==> src/rtl/dparb_pkg.sv <==
package dparb_pkg;

    typedef enum logic [1:0] {
        OWN_IDLE = 2'd0,
        OWN_A    = 2'd1,
        OWN_B    = 2'd2,
        OWN_RF   = 2'd3
    } owner_t;

    typedef struct packed {
        logic rf;
        logic a;
        logic b;
    } req_t;

    // Winner among two port requests with no lock: the non-holder wins a tie.
    function automatic owner_t port_choice(input logic a, input logic b, input logic holder_b);
        owner_t w;
        if (a && b)
            w = holder_b ? OWN_A : OWN_B;
        else if (a)
            w = OWN_A;
        else if (b)
            w = OWN_B;
        else
            w = OWN_IDLE;
        return w;
    endfunction

endpackage

==> src/rtl/dparb_pick.sv <==
module dparb_pick
    import dparb_pkg::*;
(
    input  req_t   req,
    input  logic   lock,
    input  logic   holder_b,
    output owner_t choice
);
    always_comb begin
        if (req.rf)
            choice = OWN_RF;
        else if (lock)
            choice = holder_b ? (req.b ? OWN_B : OWN_IDLE)
                              : (req.a ? OWN_A : OWN_IDLE);
        else
            choice = port_choice(req.a, req.b, holder_b);
    end
endmodule

==> src/rtl/dparb_ctrl.sv <==
module dparb_ctrl
    import dparb_pkg::*;
(
    input  logic   clk,
    input  logic   rst,
    input  req_t   req,
    input  logic   lock,
    input  owner_t choice,
    output owner_t state,
    output logic   holder_b
);
    owner_t state_nx;

    always_comb begin
        unique case (state)
            OWN_IDLE: state_nx = choice;
            OWN_A:    state_nx = req.a  ? OWN_A  : OWN_IDLE;
            OWN_B:    state_nx = req.b  ? OWN_B  : OWN_IDLE;
            OWN_RF:   state_nx = req.rf ? OWN_RF : OWN_IDLE;
            default:  state_nx = OWN_IDLE;
        endcase
    end

    always_ff @(posedge clk) begin
        if (rst) begin
            state    <= OWN_IDLE;
            holder_b <= 1'b0;
        end else begin
            state <= state_nx;
            if (state == OWN_IDLE && choice == OWN_B)
                holder_b <= 1'b1;
            else if (state == OWN_IDLE && choice == OWN_A)
                holder_b <= 1'b0;
        end
    end

    assert_grant_moves_from_idle_R6: assert property (@(posedge clk) disable iff (rst)
        !$stable(holder_b) |-> $past(state) == OWN_IDLE);

    assert_access_not_preempted_R5: assert property (@(posedge clk) disable iff (rst)
        (state == OWN_A && req.a) |=> state == OWN_A);

    assert_refresh_first_R4: assert property (@(posedge clk) disable iff (rst)
        (state == OWN_IDLE && req.rf) |=> state == OWN_RF);

    assert_lock_holds_a_R9: assert property (@(posedge clk) disable iff (rst)
        (state == OWN_IDLE && lock && !holder_b) |=> state != OWN_B);

    assert_lock_holds_b_R9: assert property (@(posedge clk) disable iff (rst)
        (state == OWN_IDLE && lock && holder_b) |=> state != OWN_A);

    assert_refresh_holds_R10: assert property (@(posedge clk) disable iff (rst)
        (state == OWN_RF && req.rf) |=> state == OWN_RF);
endmodule

==> src/rtl/dram_port_arbiter.sv <==
module dram_port_arbiter
    import dparb_pkg::*;
(
    input  logic clk,
    input  logic rst,
    input  logic a_req,
    input  logic b_req,
    input  logic rfsh_req,
    input  logic lock_in,
    input  logic ras_on,
    output logic run_a,
    output logic run_b,
    output logic run_rf,
    output logic grant_b,
    output logic wait_a,
    output logic wait_b,
    output logic ack_b
);
    req_t   req;
    owner_t choice;
    owner_t state;
    logic   holder_b;

    assign req = '{rf: rfsh_req, a: a_req, b: b_req};

    dparb_pick u_pick (
        .req      (req),
        .lock     (lock_in),
        .holder_b (holder_b),
        .choice   (choice)
    );

    dparb_ctrl u_ctrl (
        .clk      (clk),
        .rst      (rst),
        .req      (req),
        .lock     (lock_in),
        .choice   (choice),
        .state    (state),
        .holder_b (holder_b)
    );

    assign run_a   = (state == OWN_A);
    assign run_b   = (state == OWN_B);
    assign run_rf  = (state == OWN_RF);
    assign grant_b = holder_b;
    assign wait_a  = a_req && !run_a;
    assign wait_b  = b_req && !run_b;
    assign ack_b   = run_b && ras_on;

    assert_ack_needs_owner_R8: assert property (@(posedge clk) disable iff (rst)
        ack_b |-> (run_b && ras_on));

    assert_owner_not_waiting_R7: assert property (@(posedge clk) disable iff (rst)
        (run_a |-> !wait_a) and (run_b |-> !wait_b));

    assert_single_owner_R2: assert property (@(posedge clk) disable iff (rst)
        $onehot0({run_a, run_b, run_rf}));
endmodule

==> config.mk <==
export PLATFORM = sky130hd
export DESIGN_NAME = dram_port_arbiter
export DESIGN_NICKNAME = d
export VERILOG_FILES = /design/src/rtl/dparb_pkg.sv /design/src/rtl/dparb_pick.sv /design/src/rtl/dparb_ctrl.sv /design/src/rtl/dram_port_arbiter.sv
export SDC_FILE = /design/constraint.sdc
export NUM_CORES = 1
export LEC_CHECK = 0
export BUFFER_PORTS_ARGS = -buffer_cell sky130_fd_sc_hd__clkbuf_2
export CORE_AREA = 2 2 39 41
export DETAILED_ROUTE_END_ITERATION = 8
export DIE_AREA = 0 0 41 43
export PLACE_DENSITY = 0.45
export SETUP_SLACK_MARGIN = 0.2
export SYNTH_ARGS = -nofsm -noshare
export SYNTH_HDL_FRONTEND = slang
export SYNTH_SLANG_ARGS = --single-unit
==> constraint.sdc <==
create_clock -name clk -period 1.99 [get_ports clk]
set_input_delay 0.0995 -clock clk [delete_from_list [all_inputs] [get_ports clk]]
set_output_delay 0.0995 -clock clk [all_outputs]
set_load 0.02 [all_outputs]
==> flow_summary.ini <==
[route]
drc = 0
drt_wl_total_um = 572
dr.pass1.iters = 2
vias_per_cell = 4.37
initialDrtViolationCount = 6
wl_per_cell_um = 9.69
vias = 258
ant_nets = 0

[hold_path]
hold_depth = 2
holdPathEnd = u_ctrl.holder_b
hp-start = rst
hold_path_class = input pin to flop

[grt]
grt_remaining_overflow = 0
use_met2 = 0.0813
grt_pass1_wl_um = 959
antenna_found_initial = 0
grt_pass1_vias = 221
track_usage = 0.0883
grtUsageMet1 = 0.122
grt_use_met3 = 0.0314
top_usage_layer = met1
grt_max_degree = 8

[sta]
finalSetupViolCount = 0
setup_tns_ns = 0
fin_crit_ns = 1.35
max_freq_mhz = 740
fin_skew_ns = 0.00370
worst_slew_pin_slew_ns = 0.362
rsz0062_at_grt = no
fin_crit_sh = 0.679
slew_headroom = 0.756
worst_slack_ns = 0.638
slew_violations = 0
hold_violations = 0

[placed_design]
place_inst = 55
port_buffers = 13
place_hpwl_um = 433
placed_area_um2 = 294
pre_cts_ws_ns = 0.815
gp_congestion = 0.755

[setup_path]
critPathLaunchType = flop
critPathArrivalTime_ns = 1.25
r2r_start = u_ctrl.holder_b
rrSetupSlack_ns = 0.81
r2r_cells = 3
required_ns = 1.89
worstSetupPathType = flop to output pin
cp_max_fo = 7
endpoint_kind = output pin
timing.rr.end = u_ctrl.state[0]

[clocking]
cts-root-buf = clkbuf_4
path_clk_slew_ns = 0.04
clk_path_buf_depth = 2
cts_setup_buffers = 0
insertion_delay_ns = 0.24
cts.sinks = 3
cts_made_buffers = 3
cts_tree = done
ctsResizeCount = 0
htree_levels = 1
postCtsHoldBufs = 0

[synth]
yosysTopAreaCell = dfxtp_1
ys_warn_count = 0
synth_area_um2 = 209
synth_area_leaders = dfxtp_1 (29%), nor2b_1 (9.0%), a311oi_1 (8.4%), a311oi_2 (7.2%), and2_1 (6.0%)
synth_top_area_frac = 0.287
syn-instance-count = 26
ys_ff_latch = 3
avgSynthCellArea_um2 = 8.04
synth_cell_types = 16
yosysSeqAreaShare = 0.287
synth.net_count = 33

[cells_and_area]
num_antenna_cells = 0
final_cell_mix = clkbuf_2 (13), nor2b_1 (3), clkbuf_4 (3), dfxtp_1 (3)
fill_cells = 160
multi_input_area_um2 = 141
final_common_cell = clkbuf_2
final_util = 0.231
stdcell_count = 59
syn_to_final_growth_pct = 53.3
fin_area_um2 = 320
fin_nets = 51
final-seq-area_um2 = 60.1
drive_gt1_frac = 0.395

[die]
core_um2 = 1380
dieHeight_um = 43
rows = 14
fp.dieW_um = 41
initial_core_util = 0.151
io-pin-count = 14
die_area_um2 = 1760

[power_and_ir_drop]
leakage_nw = 0.146
power.density_nw_per_um2 = 821
ir_drop_mv = 0.196

[run_status]
outcome = complete, no violations

[run]
maxCapViolations = 0
sequential cells by signal, summed over array words and instances, names as in the netlist:
name / cells
u_ctrl.state: 2
u_ctrl.holder_b: 1
worst max-delay path, cell delays in order, from the launching register on:
cell	delay, ns
dfxtp_1	0.41
nor2b_1	0.29
and2_1	0.16
clkbuf_2	0.16
cell families (layout without fill, tap and decap cells):
family,count (synthesis),after routing,share of synthesized area
buffers and inverters,2,19,0.0359
AOI/OAI and AO/OA,6,6,0.257
and+or+nand+nor,15,15,0.419
DFF,3,3,0.287
per-stage QoR:
step | total power (W) | hold slack, ns
6_report | 0.000263 | 0.0725
5_1_grt | 0.000287 | 0.0652
4_1_cts | 0.000267 | 0.0608
3_5_place_dp | 0.000152 | 0.320
3_3_place_gp | 0.000153 | 0.324
2_1_floorplan | 0.000124 | 0.172
cells in the mapped netlist:
cell and n:
nand3b_1 1, nor3_1 2, nor4_1 2, a21oi_1 1, a211o_1 1, a21boi_0 1, nor2b_1 3, nand2b_1 1
nand2_1 1, a311oi_1 2, nor2_1 2, and2_1 2, inv_1 2, or3b_1 1, dfxtp_1 3, a311oi_2 1
worst max path at each step:
| stage | startpoint | to | slack (ns) | depth (start not counted) |
|---|---|---|---|---|
| final | u_ctrl.state[1] | ack_b | 0.64 | 3 |
| after global routing | u_ctrl.state[1] | ack_b | 0.50 | 3 |
| after CTS | u_ctrl.state[1] | ack_b | 0.63 | 3 |
| after detailed placement | u_ctrl.holder_b | u_ctrl.state[0] | 0.81 | 3 |
| after global placement | u_ctrl.holder_b | u_ctrl.state[0] | 0.83 | 3 |
| after floorplan | u_ctrl.state[1] | ack_b | 0.76 | 2 |
metal layers:
metal | vias to the layer above | wire length, um
met1 | 109 | 282
met5 | - | 0
met3 | 3 | 59
met4 | 0 | 24
met2 | 15 | 207
li1 | 131 | -
report_power, final:
group	switching, W	internal, W
logic	0.0000435	0.0000304
clock network	0.0000358	0.0000754
registers	0.0000108	0.0000672
layout make-up:
class | count | share of cell area
Clock buffer | 4 | 0.0820
Inverter | 2 | 0.0234
Multi-Input combinational cell | 21 | 0.441
Sequential cell | 3 | 0.188
Tap cell | 16 | 0.0625
Timing Repair Buffer | 13 | 0.203
Power figures use the tool's default switching activity.
